`src/rtl/vmute_pkg.sv`:
```
package vmute_pkg;

   // window controller states
   typedef enum logic [1:0] {
      MW_IDLE   = 2'd0,
      MW_TIMED  = 2'd1,
      MW_FOLLOW = 2'd2
   } mw_state_e;

   localparam int unsigned VM_LINE_W_DEF = 9;
   localparam int unsigned VM_LEN_W_DEF  = 3;

endpackage

```
`src/rtl/vmute_edge.sv`:
```
// Edge detector for a sync input, with polarity chosen at elaboration.
module vmute_edge #(
   parameter bit ACTIVE_HIGH = 1'b1
) (
   input  logic clk,
   input  logic rst_n,
   input  logic sig_i,
   output logic lvl_o,
   output logic rise_o,
   output logic fall_o
);

   logic lvl;
   logic prev_q;

   if (ACTIVE_HIGH) begin : g_pos
      assign lvl = sig_i;
   end else begin : g_neg
      assign lvl = ~sig_i;
   end

   always_ff @(posedge clk or negedge rst_n) begin
      if (!rst_n) prev_q <= 1'b0;
      else        prev_q <= lvl;
   end

   assign lvl_o  = lvl;
   assign rise_o = lvl & ~prev_q;
   assign fall_o = ~lvl & prev_q;

endmodule

```
`src/rtl/vmute_linecnt.sv`:
```
// Saturating scan line counter; clear has priority over increment.
module vmute_linecnt #(
   parameter int unsigned LINE_W = 9
) (
   input  logic              clk,
   input  logic              rst_n,
   input  logic              clr_i,
   input  logic              inc_i,
   output logic [LINE_W-1:0] cnt_o
);

   localparam logic [LINE_W-1:0] CNT_MAX = {LINE_W{1'b1}};

   logic [LINE_W-1:0] cnt_q;

   always_ff @(posedge clk or negedge rst_n) begin
      if (!rst_n) begin
         cnt_q <= '0;
      end else if (clr_i) begin
         cnt_q <= '0;
      end else if (inc_i && (cnt_q != CNT_MAX)) begin
         cnt_q <= cnt_q + 1'b1;
      end
   end

   assign cnt_o = cnt_q;

endmodule

```
`src/rtl/vmute_window.sv`:
```
// Line-start window: timed by ticks, or following sync when length is 0.
module vmute_window
   import vmute_pkg::*;
#(
   parameter int unsigned LEN_W = 3
) (
   input  logic             clk,
   input  logic             rst_n,
   input  logic             start_i,
   input  logic             tick_i,
   input  logic             hs_lvl_i,
   input  logic             dbl_i,
   input  logic [LEN_W-1:0] len_i,
   output logic             mute_o,
   output logic [LEN_W-1:0] act_len_o
);

   localparam int unsigned CNT_W = LEN_W + 1;
   localparam logic [CNT_W-1:0] CNT_ONE = CNT_W'(1);

   mw_state_e        state_q;
   logic [CNT_W-1:0] rem_q;
   logic [LEN_W-1:0] act_len_q;
   logic [CNT_W-1:0] load_val;

   // double-rate: one tick per unit, single-rate: two ticks per unit
   assign load_val = dbl_i ? CNT_W'(len_i) : {len_i, 1'b0};

   always_ff @(posedge clk or negedge rst_n) begin
      if (!rst_n) begin
         state_q   <= MW_IDLE;
         rem_q     <= '0;
         act_len_q <= '0;
      end else if (start_i) begin
         act_len_q <= len_i;
         if (len_i == '0) begin
            state_q <= MW_FOLLOW;
            rem_q   <= '0;
         end else begin
            state_q <= MW_TIMED;
            rem_q   <= load_val;
         end
      end else begin
         case (state_q)
            MW_TIMED: begin
               if (tick_i) begin
                  if (rem_q == CNT_ONE) state_q <= MW_IDLE;
                  rem_q <= rem_q - 1'b1;
               end
            end
            MW_FOLLOW: begin
               if (!hs_lvl_i) state_q <= MW_IDLE;
            end
            default: ;
         endcase
      end
   end

   assign mute_o    = (state_q != MW_IDLE);
   assign act_len_o = act_len_q;

endmodule

```
`src/rtl/vmute_top.sv`:
```
module vmute_top
   import vmute_pkg::*;
#(
   parameter int unsigned LINE_W      = VM_LINE_W_DEF,
   parameter int unsigned LEN_W       = VM_LEN_W_DEF,
   parameter bit          SYNC_ACT_HI = 1'b1
) (
   input  logic              clk,
   input  logic              rst_n,
   input  logic              vsync_i,
   input  logic              hsync_i,
   input  logic              tick_us_i,
   input  logic              dbl_rate_i,
   input  logic              cfg_we_i,
   input  logic [LEN_W-1:0]  cfg_len_i,
   output logic [LINE_W-1:0] line_cnt_o,
   output logic              mute_o,
   output logic              hsy_flag_o
);

   if (LINE_W < 2 || LINE_W > 16) begin : g_bad_line_w
      $error("vmute_top: LINE_W out of range");
   end
   if (LEN_W < 1 || LEN_W > 8) begin : g_bad_len_w
      $error("vmute_top: LEN_W out of range");
   end

   logic             hs_lvl, hs_rise, hs_fall;
   logic             vs_lvl, vs_rise, vs_fall;
   logic [LEN_W-1:0] len_q;
   logic [LEN_W-1:0] act_len;
   logic             win_mute;

   vmute_edge #(.ACTIVE_HIGH(SYNC_ACT_HI)) u_hs_edge (
      .clk    (clk),
      .rst_n  (rst_n),
      .sig_i  (hsync_i),
      .lvl_o  (hs_lvl),
      .rise_o (hs_rise),
      .fall_o (hs_fall)
   );

   vmute_edge #(.ACTIVE_HIGH(SYNC_ACT_HI)) u_vs_edge (
      .clk    (clk),
      .rst_n  (rst_n),
      .sig_i  (vsync_i),
      .lvl_o  (vs_lvl),
      .rise_o (vs_rise),
      .fall_o (vs_fall)
   );

   // length setting register
   always_ff @(posedge clk or negedge rst_n) begin
      if (!rst_n)        len_q <= '0;
      else if (cfg_we_i) len_q <= cfg_len_i;
   end

   vmute_linecnt #(.LINE_W(LINE_W)) u_line (
      .clk   (clk),
      .rst_n (rst_n),
      .clr_i (vs_fall),
      .inc_i (hs_rise),
      .cnt_o (line_cnt_o)
   );

   vmute_window #(.LEN_W(LEN_W)) u_win (
      .clk       (clk),
      .rst_n     (rst_n),
      .start_i   (hs_rise),
      .tick_i    (tick_us_i),
      .hs_lvl_i  (hs_lvl),
      .dbl_i     (dbl_rate_i),
      .len_i     (len_q),
      .mute_o    (win_mute),
      .act_len_o (act_len)
   );

   assign mute_o     = win_mute;
   assign hsy_flag_o = win_mute;

endmodule

```
`config.mk`:
```
export PLATFORM = sky130hd
export DESIGN_NAME = vmute_top
export DESIGN_NICKNAME = d
export VERILOG_FILES = /design/src/rtl/vmute_pkg.sv /design/src/rtl/vmute_edge.sv /design/src/rtl/vmute_linecnt.sv /design/src/rtl/vmute_window.sv /design/src/rtl/vmute_top.sv
export SDC_FILE = /design/constraint.sdc
export NUM_CORES = 1
export LEC_CHECK = 0
export BUFFER_PORTS_ARGS = -buffer_cell sky130_fd_sc_hd__buf_2
export CORE_MARGIN = 8
export CORE_UTILIZATION = 57
export CTS_BUF_LIST = sky130_fd_sc_hd__clkbuf_8
export DETAILED_ROUTE_END_ITERATION = 8
export PLACE_DENSITY = 0.81
export SYNTH_ARGS = -nofsm -noshare
export SYNTH_HDL_FRONTEND = slang
export SYNTH_HIERARCHICAL = 1
export SYNTH_SLANG_ARGS = --single-unit
```
`constraint.sdc`:
```
create_clock -name clk -period 2.3 [get_ports clk]
set_clock_uncertainty 0.2 [all_clocks]
set_input_delay 0.115 -clock clk [delete_from_list [all_inputs] [get_ports clk]]
set_output_delay 0.115 -clock clk [all_outputs]
set_load 0.03 [all_outputs]
```
# After elaboration in Yosys (flattened, before gate mapping)

Index checks and enable logic that the tools add are counted.

$add $sub $neg: 2
Equal/unequal tests: 7
Muxes and demuxes: 13
Bitwise operators: 4
Reduce and logical (&&, ||, !) cells: 9

Operators by type and width:

| cell                | count |
|---|---|
| $mux 4              | 5 |
| $mux 9              | 2 |
| $mux 2              | 5 |
| $add 9x1->9 const B | 1 |
| $ne 9x9->1 const B  | 1 |
| $reduce_bool 2->1   | 4 |
| $ne 3x3->1 const B  | 2 |
| $eq 4x1->1 const B  | 1 |
| $pmux 2 s2          | 1 |
| $reduce_and 4->1    | 1 |
| $sub 4x1->4 const B | 1 |
| $logic_not 3->1     | 1 |
| $ne 3x2->1 const B  | 1 |
| $reduce_bool 3->1   | 1 |
| $and 1x1->1         | 2 |
| $eq 2x1->1 const B  | 1 |
| $eq 2x2->1 const B  | 1 |
| $not 1->1           | 2 |
| $reduce_and 2->1    | 1 |
| $logic_and 1x1->1   | 1 |

Bits in registers: 20
Input port bits: 10
Output and inout bits: 11
Word-level logic and storage cells: 41

# Longest topological paths before layout

Gate-level depths: netlist of the first run.

Word-level depth: 5
Gate-level depth with buffers: 7
Mapped depth without buffers: 7

# By module

The synthesis of the first run kept the hierarchy.

By module, submodules not included:

| module        | times used | cells each | area each (um^2) | sequential area each (um^2) |
|---|---|---|---|---|
| vmute_window  | 1          | 43         | 481.7            | 225.2 |
| vmute_linecnt | 1          | 45         | 456.7            | 225.2 |
| vmute_top     | 1          | 7          | 116.4            | 75.1 |
| vmute_edge    | 2          | 4          | 47.5             | 25.0 |

# Least setup slack after synthesis of the first run

OpenSTA, ideal clock, no wires.

Path type: flip-flop to flip-flop
Start: register u_line.cnt_q[0], in the netlist u_line/cnt_o[0]
End: register u_line.cnt_q[7], in the netlist u_line/cnt_o[7]
Setup time: 0.077 ns
Arrival: 1.832 ns
Data required time: 2.023 ns
Setup slack: 0.191 ns
Cell stages (with the launch flop): 8
Buffers on the path: 0
Period minus slack after synthesis: 2.109 ns
Path through: dfrtp_1 > ha_1 > nand2_1 > nor3_1 > ha_1 > nand4b_1 > or4_1 > a21oi_1

Longest elaborated chain between the ends: 3
Elaborated cells between the ends (all ways): 6
Those cells by class: add/sub (1); eq/ne (1); mux (2); reduce/logical (2)

RTL lines:

| item                                        | line                                     | RTL |
|---|---|---|
| from (decl)                                 | vmute_linecnt.sv:14                      | `logic [LINE_W-1:0] cnt_q;` |
| from (signal assigned)                      | vmute_linecnt.sv:22                      | `cnt_q <= cnt_q + 1'b1;` |
| $add 9x1->9 or $ne 9x9->1 (tied branches)   | vmute_linecnt.sv:22, vmute_linecnt.sv:21 |  |
| $mux 9 or $logic_and 1x1->1 (tied branches) | vmute_linecnt.sv:21                      | `end else if (inc_i && (cnt_q != CNT_MAX)) begin` |
| $mux 9 or $reduce_bool 2->1 (tied branches) | --                                       |  |

Several ways; a longest one is shown, not always the timed one. The select of a mux whose other input is x is not followed.
A chain may end at the register's enable or synchronous reset.

# Worst setup path after layout of the first run

Same ends and word-level chain as after synthesis.

==> results of run 1 <==
-- per-layer routing --
layer	GRT usage (%)	vias to the layer above	wire length, µm
met4	8.74	0	53
met5	0	-	0
met2	23.1	31	1020
met1	16.7	381	922
met3	4.42	9	140
li1	-	396	-
-- sequential cells by signal, indices dropped and copies added, names as in the netlist --
register	flops
u_hs_edge/prev_q	1
len_q	3
u_win/rem_q	4
u_line/cnt_o	9
u_vs_edge/prev_q	1
u_win/state_q	2
-- how the worst max path moves through the flow --
stage / depth (start not counted) / slack (ns) / end
detailed placement: 7 / 0.23 / u_line/cnt_o[7]
global placement: 7 / 0.31 / u_line/cnt_o[7]
CTS: 7 / 0.21 / u_line/cnt_o[7]
global route: 7 / 0.07 / u_line/cnt_o[7]
finish: 7 / 0.17 / u_line/cnt_o[7]
floorplan: 7 / 0.19 / u_line/cnt_o[7]
-- cell type report --
type	count	area (µm²)
flip-flops and latches	20	500
fillers	132	422
clock buffers	4	55.1
multi-input cells	65	473
well taps	25	31.3
repair buffers	31	208
inverters	5	18.8
-- placed cells by master, fill, tap and decap left out, types with 2 or more instances in the layout --
cell and n:
a21oi_1 5, buf_2 20, clkbuf_8 4, dfrtp_1 20, dlygate4sd3_1 10, ha_1 4, inv_1 5, mux2_2 5
mux2i_1 5, nand2_1 4, nand3_1 2, nand4b_1 2, nor2_1 4, nor2b_1 2, nor3_1 3, o21ai_0 10
or3_1 4, xnor2_1 3
-- power groups by stage --
stage	clock network [µW]	registers, µW	logic, µW
2_1_floorplan	0	478	196
3_3_place_gp	0	464	268
3_5_place_dp	0	468	283
4_1_cts	273	462	303
5_1_grt	280	472	340
6_report	268	462	303
-- critical path, delay by kind of cell (launching register included) --
family | cells | cell delay, ns
fa+ha+maj | 2 | 0.43
simple gates | 4 | 0.86
flops | 1 | 0.43
compound gates | 1 | 0.15
-- stage by stage --
stage	worst slack [ns]	hold WS, ns	util, %	power [µW]	std cells
2_1_floorplan	0.194	-0.381	-	674	94
3_3_place_gp	0.312	-0.117	66.2	732	136
3_5_place_dp	0.229	-0.117	66.2	751	136
4_1_cts	0.205	0.122	75.3	1040	150
5_1_grt	0.0689	0.166	75.3	1090	150
6_report	0.172	0.118	75.3	1030	150
-- repair_timing --
action	4_1_cts	5_1_grt
hold buffers	10	0
buffers inserted	0	0
setup endpoints to repair	0	0
endpoints found under the hold margin	26	0
==> run metrics, run 1 <==
row cnt=15; Slowest-stage cell, CP=or4_1; Nets=140; Comb power frac=29.3%; ANT nets after route=0; Worst Setup SP=u_line/cnt_o[0]; CP peak stage delay=0.46 ns; Resized Gates After CTS=0; Worst EP required=2.29 ns; FF-to-FF path depth=7; Core ar.=1710 µm²; Worst-path clk slew=0.07 ns; setup TNS=0 ns; Sw Ratio=32.3%; switching pwr=334 µW; RD Place Congestion=0.797; synth warn=6; IO buf count=20; Longest Clk Path Bufs=2; post-layout min period=2.13 ns; crit path kind=flop to flop; Slew HR=71.7%; status=complete, no violations; max frequency=470 MHz; Post-DP HPWL=1.45 mm; Critical Path Source Type=flop; Final Max Slew Viols=0; CTS tree=yes; 1st-iter DRT viols=12; Post-Syn Area=1020 µm²; worst-margin pin slew=0.424 ns; leakage=0.000595 µW; CP most frequent cell=ha_1; Final setup viols=0; vias in the first global route=869; die span in y=58.3 µm; I/O pin count=21; Area growth syn-to-layout=26.3%; maximum VDD drop=480 µV; crit-path cells=ha_1, nand2_1, nor3_1, ha_1, nand4b_1, or4_1, a21oi_1; Tot GR Track Use=14.6%; DRT Pass-1 Iters=4; DRC=0; Synth Area per Inst=10.8 µm²; post-DR wirelength/cell=14.2 µm; CP Capture Type=flop; Die ar.=3400 µm²; reg-to-reg endpoint=u_line/cnt_o[7]; Final Cycle Share=92.5%; Syn Nets=108; Hold Crit Class=input port to async pin; starting density of the core=59.6%; layout cells sized above 1=28.0%; clock sink count=20; Clock Power Share=26.0%; CTS H-Tree Depth=1; Reg2Reg Setup Slack=0.17 ns; CTS root buf=clkbuf_8; Hold Fails Final Rpt=0; WL final=2.13 mm; CP max FO=6; Seq pwr share=44.7%; Vias/cell=5.45; maxcap violations=0; CTS Buf Count=3; Die W=58.3 µm; RSZ-0062 raised after global routing=no; fin area=1290 µm²; Overflow after GRT=0; PD cells=803 nW/µm²; # diodes=0; DP Area=1130 µm²; synthesized instance count=94; worst-skew pair later-pin latency=0.26 ns; initial antenna violation count=0; reg2reg start=u_line/cnt_o[0]; Via Count=817; wire length of the first global-routing pass=3.77 mm; cell-internal power=699 µW; largest net degree at the start of global routing=21; Arrival @ worst endpoint=2.12 ns
Note: power is estimated with default switching activity, not from simulation.
==> run 2: changes to the inputs <==
CTS_CLUSTER_DIAMETER = 150   (was not set)
PLACE_DENSITY = 0.91   (was 0.81)
==> run 2 against run 1 <==
Compared with the run above:
- final area decreased by 1.1%
- power is 4.0% lower
- utilization is 0.81 points lower
- flip-flop and latch count did not move
- global-route usage up 0.25 points
- clock-buffer cell count is 1 lower
- via count is 0.24% lower
- final cell count fell by 0.67%
- critical path depth is the same
- setup slack worse by 0.080 ns
- routed wire length rose by 12%
==> run metrics, run 2 (same netlist as run 1, synthesis figures left out) <==
maximum VDD drop=523 µV (+9.0%); register area=500 µm² (unchanged); # diodes=0 (unchanged); leakage=0.000588 µW (-1.2%); PD cells=779 nW/µm² (-3.0%); max FFs per register=9 (unchanged); initial antenna violation count=0 (unchanged); Reg2Reg Setup Slack=0.09 ns (-0.08 ns); Longest Clk Path Bufs=2 (unchanged); 1st-iter DRT viols=23 (+11); Hold Fails Final Rpt=0 (unchanged); row cnt=15 (unchanged); switching pwr=328 µW (-1.8%); Comb power frac=30.8% (+1.5 points); CP max FO=6 (unchanged); max frequency=453 MHz (-3.6%); WL final=2.39 mm (+12%); layout cells sized above 1=27.4% (-0.58 points); Die ar.=3400 µm² (unchanged); Core ar.=1710 µm² (unchanged); Final setup viols=0 (unchanged); Worst EP required=2.27 ns (-0.02 ns); DRT Pass-1 Iters=4 (unchanged); Fillers=122 (-7.6%); most frequent cells in the layout=20 x buf_2, 20 x dfrtp_1, 10 x dlygate4sd3_1, 10 x o21ai_0; worst-skew pair later-pin latency=0.25 ns (about the same); crit-path cells=ha_1, nand2_1, nor3_1, ha_1, nand4b_1, or4_1, a21oi_1; Slew HR=70.4% (-1.3 points); status=complete, no violations; CTS H-Tree Depth=1 (unchanged); post-layout min period=2.21 ns (+0.0797 ns); Via Count=815 (-0.24%); post-DR wirelength/cell=16.0 µm (+13%); vias in the first global route=868 (-0.12%); CP peak stage delay=0.47 ns (about the same); maxcap violations=0 (unchanged); CTS tree=yes; setup TNS=0 ns (unchanged); Final Max Slew Viols=0 (unchanged); RSZ-0062 raised after global routing=no; CP Capture Type=flop; Top delay family on crit path=simple AND/OR/NAND/NOR gates; DRC=0 (unchanged); cell-internal power=664 µW (-5.1%); IO buf count=20 (unchanged); Arrival @ worst endpoint=2.17 ns (+0.05 ns); area of the multi-input gates=473 µm² (unchanged); CTS Buf Count=3 (unchanged); Critical Path Source Type=flop; Vias/cell=5.47 (+0.42%); Final Cycle Share=96.0% (+3.5 points); Post-DP HPWL=1.61 mm (+11%); Seq pwr share=46.7% (+2.0 points); die span in y=58.3 µm (unchanged); Tot GR Track Use=14.8% (+0.25 points); Placed Cells=136 (unchanged); Nets=140 (unchanged); Slowest-stage cell, CP=or4_1; Clock Power Share=22.5% (-3.5 points); Post-Layout Cell Count=149 (-0.67%); crit path kind=flop to flop; Overflow after GRT=0 (unchanged); worst-margin pin slew=0.444 ns (+0.0197 ns); Area growth syn-to-layout=24.9%; Hold Crit Class=input port to flop; ANT nets after route=0 (unchanged); RD Place Congestion=0.797 (about the same); I/O pin count=21 (unchanged); Sw Ratio=33.1% (+0.75 points); clock sink count=20 (unchanged); wire length of the first global-routing pass=3.84 mm (+1.8%); starting density of the core=59.6% (unchanged); Die W=58.3 µm (unchanged); largest net degree at the start of global routing=21 (unchanged); CTS root buf=clkbuf_8; Worst-path clk slew=0.07 ns (about the same); CP most frequent cell=ha_1; WP buf/inv=0 (unchanged)
run 2: cell count changes in the layout (fill, tap and decap cells not counted), sizes merged:
cell / previous run / this run
clkbuf: 4 / 3
run 2: what timing repair did:
action / in CTS / in global routing
gates resized for setup: 0 / 0
hold endpoints to repair: 26 / 0
setup buffers: 0 / 0
hold buffers: 10 / 0
run 2: through the flow:
| stage | util, % | setup slack [ns] | total power (µW) | hold slack, ns | cell area (µm²) |
|---|---|---|---|---|---|
| 2_1_floorplan | - | 0.194 | 674 | -0.381 | 1020 |
| 3_3_place_gp | 66.2 | 0.331 | 732 | -0.130 | 1130 |
| 3_5_place_dp | 66.2 | 0.217 | 752 | -0.120 | 1130 |
| 4_1_cts | 74.5 | 0.197 | 990 | 0.144 | 1270 |
| 5_1_grt | 74.5 | 0.0358 | 1050 | 0.166 | 1270 |
| 6_report | 74.5 | 0.0919 | 992 | 0.139 | 1270 |
run 2: final timing paths:
check / from / to / depth (start not counted)
worst max-delay path: u_line/cnt_o[0] / u_line/cnt_o[7] / 7
worst max register to register: u_line/cnt_o[0] / u_line/cnt_o[7] / 7
max in group asynchronous: rst_n / u_win/state_q[1] / 2
min in group asynchronous: rst_n / u_line/cnt_o[0] / 2
worst min-delay path: tick_us_i / u_win/rem_q[0] / 4
worst min register to register: u_line/cnt_o[8] / u_line/cnt_o[8] / 2
run 2: cell type report:
cell class,instances,area share [%]
Sequential cell,20,39.3
Multi-Input combinational cell,65,37.2
Timing Repair Buffer,31,16.3
Tap cell,25,2.46
Clock buffer,3,3.24
Inverter,5,1.47
run 2: routing by layer:
layer | part of all wire, % | track usage, % | vias to the layer above
li1 | - | - | 395
met1 | 42 | 16.8 | 387
met2 | 51 | 24.7 | 25
met3 | 4.5 | 3.31 | 8
met4 | 2.3 | 8.74 | 0
met5 | 0 | 0 | -
run 2: worst min-delay path: cells and delay by family:
family	cells	cell delay [ns]
compound gates	1	0.07
xor+xnor	1	0.13
buf+inv	1	0.12
simple gates	1	0.12
run 2: power groups by stage:
stage	sequential [µW]	combinational [µW]	clock (µW)
6_report	463	306	223
5_1_grt	469	339	238
4_1_cts	462	302	226
3_5_place_dp	468	284	0
3_3_place_gp	463	270	0
2_1_floorplan	478	196	0
